--- config.mk ---
export PLATFORM = sky130hd
export DESIGN_NAME = ptp_tod_clock
export DESIGN_NICKNAME = d
export VERILOG_FILES = /design/src/rtl/ptpc_pkg.sv /design/src/rtl/ptpc_regif.sv /design/src/rtl/ptpc_rate.sv /design/src/rtl/ptpc_tod.sv /design/src/rtl/ptp_tod_clock.sv
export SDC_FILE = /design/constraint.sdc
export NUM_CORES = 1
export LEC_CHECK = 0
export ABC_AREA = 1
export BUFFER_PORTS_ARGS = -buffer_cell sky130_fd_sc_hd__buf_2
export CORE_MARGIN = 1.5
export CORE_UTILIZATION = 45
export CTS_BUF_LIST = sky130_fd_sc_hd__clkbuf_8
export DETAILED_ROUTE_END_ITERATION = 8
export HOLD_SLACK_MARGIN = 0.05
export SYNTH_ARGS = -nofsm -noshare
export SYNTH_HDL_FRONTEND = slang
export SYNTH_HIERARCHICAL = 1
export SYNTH_SLANG_ARGS = --single-unit
--- constraint.sdc ---
create_clock -name clk -period 6.1 [get_ports clk]
set_clock_uncertainty 0.2 [all_clocks]
set_input_delay 0 -clock clk [delete_from_list [all_inputs] [get_ports clk]]
set_output_delay 0 -clock clk [all_outputs]
set_load 0.02 [all_outputs]
--- src/rtl/ptpc_pkg.sv ---
// Shared register map and command encoding for the time-of-day clock.
// Assumes a 2-bit register address space with four registers.
package ptpc_pkg;

    typedef enum logic [1:0] {
        REG_CTRL    = 2'd0,
        REG_DATA    = 2'd1,
        REG_RATE_HI = 2'd2,
        REG_RATE_LO = 2'd3
    } ptpc_addr_e;

    localparam int CMD_LOAD_BIT = 0;
    localparam int CMD_STEP_BIT = 1;
    localparam int CMD_SNAP_BIT = 2;
    localparam int RATE_DIR_BIT = 15;
    localparam int STAGE_WORDS  = 4;

    typedef struct packed {
        logic load;
        logic step;
        logic snap;
    } ptpc_cmd_t;

endpackage

--- src/rtl/ptpc_regif.sv ---
// Register front end: decodes control commands, stages four data words,
// holds the snapshot and its read index, and keeps the rate registers.
// Assumes reads and snapshot commands are not issued in the same cycle.
module ptpc_regif
    import ptpc_pkg::*;
#(
    parameter int REG_W  = 16,
    parameter int NS_W   = 30,
    parameter int SEC_W  = 32,
    parameter int RATE_W = 26
) (
    input  logic                clk,
    input  logic                rst_n,
    input  logic                wr_en,
    input  logic                rd_en,
    input  logic [1:0]          addr,
    input  logic [REG_W-1:0]    wdata,
    input  logic [NS_W-1:0]     tod_ns,
    input  logic [SEC_W-1:0]    tod_sec,
    output ptpc_cmd_t           cmd,
    output logic [2*REG_W-1:0]  stg_ns,
    output logic [SEC_W-1:0]    stg_sec,
    output logic [RATE_W-1:0]   rate_val,
    output logic                rate_slow,
    output logic [REG_W-1:0]    rdata
);
    localparam int PTR_W     = $clog2(STAGE_WORDS);
    localparam int RATE_HI_W = RATE_W - REG_W;
    localparam int SNAP_W    = STAGE_WORDS * REG_W;
    localparam int NS_PAD    = 2 * REG_W - NS_W;

    logic                 ctrl_wr, data_wr, data_rd;
    logic [PTR_W-1:0]     wptr_q, rptr_q;
    logic [SNAP_W-1:0]    stage_flat;
    logic [NS_W-1:0]      snap_ns_q;
    logic [SEC_W-1:0]     snap_sec_q;
    logic [SNAP_W-1:0]    snap_flat;
    logic                 hi_dir_q;
    logic [RATE_HI_W-1:0] hi_bits_q;

    assign ctrl_wr = wr_en && (addr == REG_CTRL);
    assign data_wr = wr_en && (addr == REG_DATA);
    assign data_rd = rd_en && (addr == REG_DATA);

    assign cmd.load = ctrl_wr && wdata[CMD_LOAD_BIT];
    assign cmd.step = ctrl_wr && wdata[CMD_STEP_BIT];
    assign cmd.snap = ctrl_wr && wdata[CMD_SNAP_BIT];

    // Staging write index: rewinds on control write, advances on data write.
    always_ff @(posedge clk) begin
        if (!rst_n)       wptr_q <= '0;
        else if (ctrl_wr) wptr_q <= '0;
        else if (data_wr) wptr_q <= wptr_q + 1'b1;
    end

    // One staging word per slot, each loaded when the index points at it.
    for (genvar i = 0; i < STAGE_WORDS; i++) begin : g_stage
        logic [REG_W-1:0] word_q;
        // Capture write data into this slot.
        always_ff @(posedge clk) begin
            if (!rst_n)                                  word_q <= '0;
            else if (data_wr && wptr_q == PTR_W'(i))     word_q <= wdata;
        end
        assign stage_flat[i*REG_W +: REG_W] = word_q;
    end

    assign stg_ns  = stage_flat[0 +: 2*REG_W];
    assign stg_sec = stage_flat[2*REG_W +: SEC_W];

    // Snapshot capture of the current time.
    always_ff @(posedge clk) begin
        if (!rst_n) begin
            snap_ns_q  <= '0;
            snap_sec_q <= '0;
        end else if (cmd.snap) begin
            snap_ns_q  <= tod_ns;
            snap_sec_q <= tod_sec;
        end
    end

    // Read index: rewinds on snapshot, advances on data read.
    always_ff @(posedge clk) begin
        if (!rst_n)        rptr_q <= '0;
        else if (cmd.snap) rptr_q <= '0;
        else if (data_rd)  rptr_q <= rptr_q + 1'b1;
    end

    assign snap_flat = {snap_sec_q, {NS_PAD{1'b0}}, snap_ns_q};

    // Registered read data: snapshot word for data reads, zero otherwise.
    always_ff @(posedge clk) begin
        if (!rst_n)       rdata <= '0;
        else if (data_rd) rdata <= snap_flat[rptr_q*REG_W +: REG_W];
        else if (rd_en)   rdata <= '0;
    end

    // Rate high half: holds direction and upper rate bits until commit.
    always_ff @(posedge clk) begin
        if (!rst_n) begin
            hi_dir_q  <= 1'b0;
            hi_bits_q <= '0;
        end else if (wr_en && addr == REG_RATE_HI) begin
            hi_dir_q  <= wdata[RATE_DIR_BIT];
            hi_bits_q <= wdata[RATE_HI_W-1:0];
        end
    end

    // Rate commit on the low-half write.
    always_ff @(posedge clk) begin
        if (!rst_n) begin
            rate_val  <= '0;
            rate_slow <= 1'b0;
        end else if (wr_en && addr == REG_RATE_LO) begin
            rate_val  <= {hi_bits_q, wdata};
            rate_slow <= hi_dir_q;
        end
    end

endmodule

--- src/rtl/ptpc_rate.sv ---
// Fractional rate accumulator: adds the rate value to a fraction of a
// nanosecond every cycle and flags a carry as a +1 or -1 ns correction.
// Assumes RATE_W is below FRAC_W so at most one carry occurs per cycle.
module ptpc_rate #(
    parameter int FRAC_W = 32,
    parameter int RATE_W = 26
) (
    input  logic              clk,
    input  logic              rst_n,
    input  logic [RATE_W-1:0] rate_val,
    input  logic              rate_slow,
    output logic              adj_up,
    output logic              adj_down
);
    logic [FRAC_W-1:0] frac_q;
    logic [FRAC_W:0]   frac_sum;

    assign frac_sum = {1'b0, frac_q} + (FRAC_W+1)'(rate_val);
    assign adj_up   = frac_sum[FRAC_W] && !rate_slow;
    assign adj_down = frac_sum[FRAC_W] &&  rate_slow;

    // Fraction register keeps the remainder below one nanosecond.
    always_ff @(posedge clk) begin
        if (!rst_n) frac_q <= '0;
        else        frac_q <= frac_sum[FRAC_W-1:0];
    end

endmodule

--- src/rtl/ptpc_tod.sv ---
// Seconds and nanoseconds counter with load, signed step and trimmed tick.
// Assumes loaded ns is below NS_PER_SEC and step ns offset magnitude is too.
module ptpc_tod #(
    parameter int NS_W       = 30,
    parameter int SEC_W      = 32,
    parameter int OFF_W      = 32,
    parameter int NOM_INC    = 8,
    parameter int NS_PER_SEC = 1000000000
) (
    input  logic              clk,
    input  logic              rst_n,
    input  logic              do_load,
    input  logic              do_step,
    input  logic [OFF_W-1:0]  stg_ns,
    input  logic [SEC_W-1:0]  stg_sec,
    input  logic              adj_up,
    input  logic              adj_down,
    output logic [NS_W-1:0]   ns_q,
    output logic [SEC_W-1:0]  sec_q
);
    localparam int SW = OFF_W + 2;
    localparam logic [NS_W:0]        NSP = (NS_W+1)'(NS_PER_SEC);
    localparam logic signed [SW-1:0] NSS = SW'(NS_PER_SEC);

    logic [NS_W:0]        inc, ns_tick;
    logic signed [SW-1:0] ns_ext, off_ext, step_sum, step_norm;
    logic [SEC_W-1:0]     step_sec;
    logic [NS_W-1:0]      ns_n;
    logic [SEC_W-1:0]     sec_n;

    // Trimmed tick: nominal increment plus fraction correction, then wrap.
    always_comb begin
        inc = (NS_W+1)'(NOM_INC);
        if (adj_up)   inc = inc + 1'b1;
        if (adj_down) inc = inc - 1'b1;
        ns_tick = {1'b0, ns_q} + inc;
    end

    assign ns_ext   = {{(SW-NS_W){1'b0}}, ns_q};
    assign off_ext  = {{(SW-OFF_W){stg_ns[OFF_W-1]}}, stg_ns};
    assign step_sum = ns_ext + off_ext;

    // Step normalisation: borrow or carry one second when ns leaves range.
    always_comb begin
        step_norm = step_sum;
        step_sec  = sec_q + stg_sec;
        if (step_sum < 0) begin
            step_norm = step_sum + NSS;
            step_sec  = sec_q + stg_sec - SEC_W'(1);
        end else if (step_sum >= NSS) begin
            step_norm = step_sum - NSS;
            step_sec  = sec_q + stg_sec + SEC_W'(1);
        end
    end

    // Next-state select: load beats step, step beats tick.
    always_comb begin
        if (do_load) begin
            ns_n  = stg_ns[NS_W-1:0];
            sec_n = stg_sec;
        end else if (do_step) begin
            ns_n  = step_norm[NS_W-1:0];
            sec_n = step_sec;
        end else if (ns_tick >= NSP) begin
            ns_n  = NS_W'(ns_tick - NSP);
            sec_n = sec_q + SEC_W'(1);
        end else begin
            ns_n  = ns_tick[NS_W-1:0];
            sec_n = sec_q;
        end
    end

    // Time registers.
    always_ff @(posedge clk) begin
        if (!rst_n) begin
            ns_q  <= '0;
            sec_q <= '0;
        end else begin
            ns_q  <= ns_n;
            sec_q <= sec_n;
        end
    end

endmodule

--- src/rtl/ptp_tod_clock.sv ---
// Top of the time-of-day clock: register front end, rate accumulator and
// time counter. Assumes a 125 MHz clock (NOM_INC_NS = 8) and 16-bit access.
module ptp_tod_clock
    import ptpc_pkg::*;
#(
    parameter int REG_W      = 16,
    parameter int NS_W       = 30,
    parameter int SEC_W      = 32,
    parameter int FRAC_W     = 32,
    parameter int RATE_W     = 26,
    parameter int NOM_INC_NS = 8,
    parameter int NS_PER_SEC = 1000000000
) (
    input  logic             clk,
    input  logic             rst_n,
    input  logic             wr_en,
    input  logic             rd_en,
    input  logic [1:0]       addr,
    input  logic [REG_W-1:0] wdata,
    output logic [REG_W-1:0] rdata,
    output logic [SEC_W-1:0] tod_sec,
    output logic [NS_W-1:0]  tod_ns
);
    localparam int OFF_W = 2 * REG_W;

    ptpc_cmd_t         cmd;
    logic [OFF_W-1:0]  stg_ns;
    logic [SEC_W-1:0]  stg_sec;
    logic [RATE_W-1:0] rate_val;
    logic              rate_slow;
    logic              adj_up, adj_down;

    ptpc_regif #(
        .REG_W(REG_W), .NS_W(NS_W), .SEC_W(SEC_W), .RATE_W(RATE_W)
    ) u_regif (
        .clk(clk), .rst_n(rst_n), .wr_en(wr_en), .rd_en(rd_en),
        .addr(addr), .wdata(wdata), .tod_ns(tod_ns), .tod_sec(tod_sec),
        .cmd(cmd), .stg_ns(stg_ns), .stg_sec(stg_sec),
        .rate_val(rate_val), .rate_slow(rate_slow), .rdata(rdata)
    );

    ptpc_rate #(
        .FRAC_W(FRAC_W), .RATE_W(RATE_W)
    ) u_rate (
        .clk(clk), .rst_n(rst_n), .rate_val(rate_val), .rate_slow(rate_slow),
        .adj_up(adj_up), .adj_down(adj_down)
    );

    ptpc_tod #(
        .NS_W(NS_W), .SEC_W(SEC_W), .OFF_W(OFF_W),
        .NOM_INC(NOM_INC_NS), .NS_PER_SEC(NS_PER_SEC)
    ) u_tod (
        .clk(clk), .rst_n(rst_n), .do_load(cmd.load), .do_step(cmd.step),
        .stg_ns(stg_ns), .stg_sec(stg_sec), .adj_up(adj_up),
        .adj_down(adj_down), .ns_q(tod_ns), .sec_q(tod_sec)
    );

endmodule

-- Word-level counts from Yosys, hierarchy flattened
Cells that the tools add are included.
- flip-flop bits (word level): 278
- output and inout bits: 78
- logic and storage cells: 75
- $add $sub $neg: 13
- magnitude comparators: 3
- equal/unequal tests: 6
- shift-type cells: 1
- mux-type cells: 14
- bitwise operators: 1
- reduce and logical (&&, ||, !) cells: 21
- operators with widths (kind ; number):
    two-way mux 32 bit ; 5
    two-way mux 30 bit ; 5
    adder 32 x 1 -> 32 bit (second input constant) ; 2
    variable part select 64 x 7 -> 16 bit ; 1
    adder 31 x 32 -> 33 bit ; 1
    adder 32 x 26 -> 33 bit ; 1
    greater-or-equal comparator 33 x 31 -> 1 bit (second input constant) ; 1
    less-than comparator 33 x 1 -> 1 bit (second input constant) ; 1
    adder 32 bit ; 1
    two-way mux 16 bit ; 2
    subtractor 32 x 1 -> 32 bit (second input constant) ; 1
    adder 30 x 31 -> 31 bit ; 1
    greater-or-equal comparator 31 x 30 -> 1 bit (second input constant) ; 1
    two-way mux 31 bit ; 1
    adder 30 x 28 -> 30 bit (second input constant) ; 1
    subtractor 30 x 28 -> 30 bit (second input constant) ; 1
    subtractor 30 bit (second input constant) ; 1
    logical AND 1 bit ; 14
    equality test 2 bit (second input constant) ; 4
    subtractor 4 x 1 -> 5 bit (second input constant) ; 1
    adder 2 x 1 -> 2 bit (second input constant) ; 2
    equality test 2 x 1 -> 1 bit (second input constant) ; 2
    zero test 2 bit ; 2
    OR reduction 2 bit ; 2
    5 further kinds ; 5

-- Longest topological paths before layout
Gate-level depths: netlist of run 1.
- word-level depth: 10
- depth in mapped cells: 38

-- Hierarchy
The synthesis of run 1 kept the hierarchy.
- modules (own cells, without submodules) (module ; instances ; cells each ; area each (um^2) ; sequential area each (um^2)):
    ptpc_tod ; 1 ; 2574 ; 13137.6 ; 1241.2
    ptpc_regif ; 1 ; 885 ; 7049.3 ; 3683.5
    ptpc_rate ; 1 ; 551 ; 3074.2 ; 640.6

-- Worst setup path before layout of run 1
OpenSTA, ideal clock, no wires.
- path kind: register -> register
- from: register u_regif.rate_val[0]
- to: register u_tod.ns_q[15]
- library setup time: 113 ps
- data arrival time: 4544 ps
- required time: 5787 ps
- setup slack: 1243 ps
- cell stages (with the launch flop): 33
- path buffers: 1
- period minus slack after synthesis: 4857 ps
- cell sequence: dfxtp_1 ha_1 fa_1 nand3_1 nand3_1 nand2_1 nand2_2 nand2_1 nand2_1 nand3_1 a21boi_1 ha_1 inv_1 ha_1 fa_1 nand3_1 nand2_1 nand2_2 nor2_1 xor2_1 inv_1 ha_1 o21ai_1 nor2_1 nor2_1 nand3_1 nand3_2 buf_4 nand3_1 nand2_1 nor2_1 o21ai_1 inv_1
- elaborated cells on any way between the ends: 12
- those cells by class: add/sub: 4; order compare: 1; mux: 5; reduce/logical: 2
- RTL lines (what ; RTL line ; source):
    from (decl) ; ptpc_regif.sv:23 ; output logic [RATE_W-1:0] rate_val,
    from (signal assigned) ; ptpc_regif.sv:114 ; rate_val <= {hi_bits_q, wdata};
    adder 32 x 26 -> 33 bit * ; ptpc_rate.sv:18 ; assign frac_sum = {1'b0, frac_q} + (FRAC_W+1)'(rate_val);
    logical AND 1 bit * ; ptpc_rate.sv:20 ; assign adj_down = frac_sum[FRAC_W] && rate_slow;
    net adj_down ; ptp_tod_clock.sv:31 ; logic adj_up, adj_down;
    two-way mux 31 bit * ; ptpc_tod.sv:35 ; if (adj_down) inc = inc - 1'b1;
    adder 30 x 31 -> 31 bit * ; ptpc_tod.sv:36 ; ns_tick = {1'b0, ns_q} + inc;
    subtractor 30 bit / greater-or-equal comparator 31 x 30 -> 1 bit (equally long branches) ; ptpc_tod.sv:65, ptpc_tod.sv:64 ;
    two-way mux 30 bit * ; ptpc_tod.sv:64 ; end else if (ns_tick >= NSP) begin
    two-way mux 30 bit * ; ptpc_tod.sv:61 ; end else if (do_step) begin
    two-way mux 30 bit * ; ptpc_tod.sv:58 ; if (do_load) begin
    to (signal assigned) ; ptpc_tod.sv:79 ; ns_q <= ns_n;
    to (decl) ; ptpc_tod.sv:18 ; output logic [NS_W-1:0] ns_q,
The timed path passes the listed nets; every way through them passes the cells marked *.
A chain may end at the register's enable or synchronous reset.

-- Worst setup path after layout of run 1
- from: register u_regif.rate_val[0]
- to: register u_tod.sec_q[7]
- cells in the longest elaborated chain, start to end: 8
- elaborated cells on any way between the ends: 9
- those cells by class: add/sub: 3; order compare: 1; mux: 2; reduce/logical: 3
- ends and longest elaborated chain (what ; RTL line ; source):
    adder 32 x 26 -> 33 bit * ; ptpc_rate.sv:18 ;
    logical AND 1 bit * ; ptpc_rate.sv:19 ; assign adj_up = frac_sum[FRAC_W] && !rate_slow;
    net adj_up ; ptp_tod_clock.sv:31 ;
    two-way mux 1 bit * ; ptpc_tod.sv:34 ; if (adj_up) inc = inc + 1'b1;
    subtractor 4 x 1 -> 5 bit ; ptpc_tod.sv:35 ;
    two-way mux 31 bit * ; ptpc_tod.sv:35 ;
    adder 30 x 31 -> 31 bit * ; ptpc_tod.sv:36 ;
    greater-or-equal comparator 31 x 30 -> 1 bit * ; ptpc_tod.sv:64 ;
    nonzero test 3 bit (no line) * ; -- ;
    to (signal assigned) ; ptpc_tod.sv:80 ; sec_q <= sec_n;
    to (decl) ; ptpc_tod.sv:19 ; output logic [SEC_W-1:0] sec_q
Marked as above.

==> results of run 1 <==
## flip-flops by register name, summed over array words and instances, names as in the netlist
register and flops:
u_rate/frac_q 32, u_regif/g_stage.word_q 64, u_regif/hi_bits_q 10, u_regif/hi_dir_q 1, u_regif/rate_slow 1, u_regif/rate_val 26, u_regif/rdata 16, u_regif/rptr_q 2
u_regif/snap_ns_q 30, u_regif/snap_sec_q 32, u_regif/wptr_q 2, u_tod/ns_q 30, u_tod/sec_q 32
## routing by layer
layer	vias up	global-route usage, %	share of wire (%)
li1	13100	-	-
met1	11800	42.6	44
met2	889	54.6	47
met3	141	3.15	6.0
met4	2	12.1	3.8
met5	-	0	0.015
## worst paths after layout
kind	start	to	slack, ns	cells after the start
hold reg to reg	u_regif/snap_ns_q[20]$_SDFFE_PN0P_	u_regif/snap_ns_q[20]$_SDFFE_PN0P_	0.25	2
setup reg to reg	u_regif/rate_val[0]$_SDFFE_PN0P_	u_tod/sec_q[7]$_SDFFE_PN0P_	0.49	31
setup / recovery	u_regif/rate_val[0]$_SDFFE_PN0P_	u_tod/sec_q[7]$_SDFFE_PN0P_	0.49	31
hold / removal	wdata[10]	u_regif/g_stage[2].word_q[10]$_SDFFE_PN0P_	0.20	4
## logic make-up after synthesis
group / after synthesis / synth area share, %
AND/OR/NAND/NOR: 2180 / 40.0
buffers and inverters: 695 / 12.2
AO/OA/AOI/OAI: 686 / 15.5
flip-flops: 278 / 23.9
adder cells (fa/ha/maj): 106 / 5.83
XOR/XNOR: 65 / 2.54
## cells in the final DEF, fill, tap and decap left out, types with 5 or more instances in the layout
cell           instances
nand2_1             1219
inv_1                543
nor2_1               364
nand3_1              340
a21oi_1              333
dfxtp_1              278
o21ai_0              237
ha_1                 102
buf_2                 98
nand4_1               86
clkbuf_8              61
nor3_1                56
o21ai_1               51
dlygate4sd3_1         45
xor2_1                43
inv_2                 32
buf_4                 25
nand2_2               21
nor2_2                19
xnor2_1               18
nand3b_1              18
or2_2                 15
a21oi_2               12
o211ai_1              12
clkinv_2              10
o21bai_1              10
nor3_2                 8
and2_1                 7
nor2_4                 7
a31oi_1                7
nand3_2                5
clkinv_1               5
o22ai_1                5
## power breakdown
part           internal, mW  switching, mW
Sequential             1.87         0.0748
Clock                  1.07          0.795
Combinational         0.222          0.504
Total                  3.16           1.37
## what timing repair did
| action | in CTS | in global routing |
|---|---|---|
| endpoints found under the setup margin | 0 | 51 |
| gates resized for setup | 0 | 7 |
| hold buffers | 45 | 0 |
| endpoints found under the hold margin | 210 | 0 |
| setup buffers | 0 | 1 |
## through the flow
stage          cells  hold WS [ns]
6_report        4821         0.200
5_1_grt         4821         0.189
4_1_cts         4819         0.135
3_5_place_dp    4690         0.107
3_3_place_gp    4690         0.106
2_1_floorplan   4010       -0.0617
## worst min-delay path, delay by kind of cell
family / cells / cell delay (ns)
AO/OA/AOI/OAI: 1 / 0.16
buffers and inverters: 3 / 0.78
## area by class of cell
cell class	instances	area (sq um)	share of cell area, %
timing repair buffer	171	1180	4.60
sequential	278	5570	21.7
multi-input combinational	3037	14900	58.0
inverter	571	2140	8.35
clock inverter	23	204	0.794
clock buffer	61	840	3.27
tap	680	851	3.31
==> results.yml, run 1 <==
placement:
  hpwl_mm: 68.7
  place.gp.congestion: 1.00
  post-place-ws_ns: 0.293
  placed_cell_area_sq_um: 24100
  numPortBuffers: 99
grt:
  grt_pass1_wl_mm: 135
  grt_max_degree: 125
  grt_pass1_vias: 23100
  antenna_found_initial: 2
  grt-ovfl-total: 0
  grt_usage_pct: 32.3
synth:
  synth_area_leaders: "dfxtp_1 (24%), nand2_1 (20%), inv_1 (8.6%)"
  synth-async-reset-ratio_pct: 0
  yosysTopAreaCell: "dfxtp_1"
  ys_seq_elements: 278
  synth_top_area_share_pct: 23.9
  syn-instance-count: 4010
  synth_common_cells: "nand2_1 (1219), inv_1 (534), nor2_1 (368)"
  syn_area_sq_um: 23300
  synthesis.nets: 4138
  postSynthAreaPerCell_sq_um: 5.80
  yosysSeqAreaShare_pct: 23.9
  ys.flop_type: "dfxtp_1"
  synth_warnings: 6
  synth_most_common_cell: "nand2_1"
  synth.distinct_cells: 53
  synth_edf_count: 0
finish:
  final_layout_size_suffix_gt1_share_pct: 7.97
  area_delta_synth_final_pct: 10.4
  insertedDiodeCount: 0
  fin_area_sq_um: 25700
  final_util_pct: 50.2
  fillers: 5638
  final_nets: 4234
floorplanning:
  io_pins: 100
  die_w_um: 230
  die_h_um: 230
  core_sq_um: 51200
  std_cell_rows: 83
  die-area_sq_um: 53100
  start_util_pct: 45.4
critical_path:
  crit_arrival_ns: 5.91
  cp_top_family: "simple AND/OR/NAND/NOR gates"
  cp-end-kind: "flop"
  cpMaxStageDelayCell: "fa_1"
  critical_path_buf_inv_count: 5
  cp-start-kind: "flop"
  cp.required_ns: 6.40
  cp_max_fo: 28
  critPathKind: "flop to flop"
  cp_slowest_stage_delay_ns: 0.41
timing:
  hold_violations: 0
  worst_pin_slew_ns: 1.11
  fin_ws_ns: 0.487
  setup_violations: 0
  timing.fmax_ghz: 0.178
  period_needed_ns: 5.61
  finalCritPeriodShare_pct: 92.0
  slew_headroom_pct: 25.8
  finalSetupTns_ns: 0
  final_max_slew_viol_count: 0
routing:
  dr.pass1.iters: 6
  vias_per_cell: 5.39
  ant_nets: 0
  drc: 0
  vias: 26000
  drt_iter0_markers: 2274
  wire_per_inst_um: 18.4
  drt-total-wl_mm: 88.5
power_and_ir_drop:
  leakage_nw: 12.9
  report.power.total_mw: 4.53
  peakVddDrop_mv: 0.190
  power.density_nw_per_um2: 177
clocking:
  numCtsBuffers: 47
  cts_buffer_depth: 3
  clk_pin_slew_worst_paths_ns: 0.06
  cts_tree: "done"
  h-tree-depth: 2
  clkLatencyLatePin_ns: 0.58
  cts_sinks: 278
  cts-root-buf: "clkbuf_8"
hold_path:
  hp-class: "input pin to flop"
status:
  outcome: "finished, final reports clean"
job:
  drv_cap: 0
Power figures use the tool's default switching activity.
==> run 2, diff against run 1 <==
- CORE_ASPECT_RATIO: not set -> 1.4
==> results.yml, run 2 (synthesis gave the netlist of run 1 again) <==
status:
  outcome: "finished, final reports clean"
routing:
  drt-total-wl_mm: 93.5
  ant_nets: 0
  drc: 0
  drt_iter0_markers: 1978
  wire_per_inst_um: 19.4
  dr.pass1.iters: 6
  vias_per_cell: 5.41
  vias: 26000
finish:
  largest_reg_flops: 64
  most-common-layout-cells: "nand2_1 (1219), inv_1 (548), nor2_1 (364)"
  fin_area_sq_um: 25800
  seq_area_sq_um: 5570
  multi_input_area_sq_um: 14900
  final_layout_size_suffix_gt1_share_pct: 8.06
  mostFrequentLayoutCell: "nand2_1"
  max_flop_register: "u_regif/g_stage.word_q"
  fillers: 5652
  final_nets: 4246
  area_delta_synth_final_pct: 10.9
  final_util_pct: 50.6
critical_path:
  cpMaxStageDelayCell: "fa_1"
  r2r_start: "u_regif/rate_val[0]$_SDFFE_PN0P_"
  cp_max_fo: 57
  cp-start-kind: "flop"
  cp_slowest_stage_delay_ns: 0.47
  regToRegSetupSlack_ns: 0.47
  crit_arrival_ns: 5.98
  cp.required_ns: 6.46
  timing.rr.end: "u_tod/sec_q[4]$_SDFFE_PN0P_"
  cp-end-kind: "flop"
  reg2reg_depth: 31
  critPathKind: "flop to flop"
clocking:
  clk_pin_slew_worst_paths_ns: 0.06
  cts_tree: "done"
  cts_buffer_depth: 3
  h-tree-depth: 2
  post_cts_buffers: 0
  numCtsBuffers: 51
  cts_sinks: 278
  clkLatencyLatePin_ns: 0.65
  cts-root-buf: "clkbuf_8"
hold_path:
  hp-class: "input pin to flop"
  hold_start: "wdata[10]"
  min_path_cells: 4
  hold_path_end: "u_regif/g_stage[2].word_q[10]$_SDFFE_PN0P_"
grt:
  grt_pass1_vias: 24500
  grt_pass1_wl_mm: 142
  grt_max_degree: 94
  grt-ovfl-total: 0
  grt_usage_pct: 34.7
  antenna_found_initial: 1
job:
  drv_cap: 0
timing:
  timing.fmax_ghz: 0.178
  finalSetupTns_ns: 0
  slew_headroom_pct: 31.5
  worst_pin_slew_ns: 1.02
  final_max_slew_viol_count: 0
  setup_violations: 0
  period_needed_ns: 5.63
  finalCritPeriodShare_pct: 92.2
  hold_violations: 0
  rsz0062_at_grt: "no"
  holdWs_ns: 0.128
power_and_ir_drop:
  power.density_nw_per_um2: 183
  leakage_nw: 13.0
  report.power.total_mw: 4.73
  peakVddDrop_mv: 0.206
floorplanning:
  std_cell_rows: 98
  core_sq_um: 51000
  die-area_sq_um: 53100
  die_h_um: 272
  start_util_pct: 45.6
  io_pins: 100
  die_w_um: 195
placement:
  placed_cell_area_sq_um: 24200
  numPortBuffers: 99
  place.gp.congestion: 1.01
  hpwl_mm: 73.7
-- run 2: cell count changes in the layout (fill, tap and decap cells not counted), sizes merged --
cell | previous run | this run
buf | 125 | 131
bufinv | 4 | 5
clkbuf | 62 | 67
clkinv | 15 | 9
diode | 0 | 1
dlygate4sd3 | 45 | 48
inv | 575 | 582
-- run 2: per-layer routing --
layer	track usage, %	vias to the layer above	wire length, um
met5	0	-	0
met4	23.7	0	7120
met3	3.95	260	4540
met2	62.5	798	45800
met1	38.1	11800	36100
li1	-	13200	-
-- run 2: timing repair --
| item | 4_1_cts | 5_1_grt |
|---|---|---|
| gates resized for setup | 0 | 1 |
| hold buffers | 48 | 0 |
| endpoints found under the hold margin | 199 | 0 |
| endpoints found under the setup margin | 0 | 10 |
-- run 2: critical path: cells and delay by family (launching register included) --
kind | cells | cell delay (ns)
AND/OR/NAND/NOR | 16 | 2.02
adder cells (fa/ha/maj) | 6 | 1.82
AO/OA/AOI/OAI | 4 | 0.56
buffers and inverters | 4 | 0.47
flip-flops | 1 | 0.31
XOR/XNOR | 1 | 0.17
-- run 2: layout make-up --
type                    count  area share, %
flip-flops and latches    278           21.6
repair buffers            179           4.82
multi-input cells        3037           57.6
diodes                      1        0.00970
inverters                 571           8.31
well taps                 650           3.15
clock inverters            25          0.936
clock buffers              67           3.57
-- run 2: metrics by stage --
stage	worst slack, ns	cells
after floorplan	1.24	4010
after global placement	0.616	4667
after detailed placement	0.473	4667
after CTS	0.440	4807
after global routing	0.00543	4808
final	0.474	4808
-- run 2: how the worst max path moves through the flow --
stage                                startpoint                      endpoint  slack, ns  depth (start not counted)
4_1_cts        u_regif/rate_val[0]$_SDFFE_PN0P_   u_tod/sec_q[4]$_SDFFE_PN0P_       0.44                         31
3_3_place_gp   u_regif/rate_val[0]$_SDFFE_PN0P_  u_tod/sec_q[21]$_SDFFE_PN0P_       0.62                         31
5_1_grt        u_regif/rate_val[0]$_SDFFE_PN0P_  u_tod/sec_q[17]$_SDFFE_PN0P_      0.005                         31
3_5_place_dp   u_regif/rate_val[0]$_SDFFE_PN0P_  u_tod/sec_q[17]$_SDFFE_PN0P_       0.47                         31
2_1_floorplan  u_regif/rate_val[0]$_SDFFE_PN0P_     u_tod/ns_q[15]$_SDFF_PN0_       1.24                         32
6_report       u_regif/rate_val[0]$_SDFFE_PN0P_   u_tod/sec_q[4]$_SDFFE_PN0P_       0.47                         31
-- run 2: power by group --
part           internal, mW  leakage [nW]  switching, mW  total [mW]
sequential             1.87          2.25         0.0741        1.95
combinational         0.225          10.1          0.518       0.743
clock                  1.19         0.654          0.845        2.04
total                  3.29          13.0           1.44        4.73
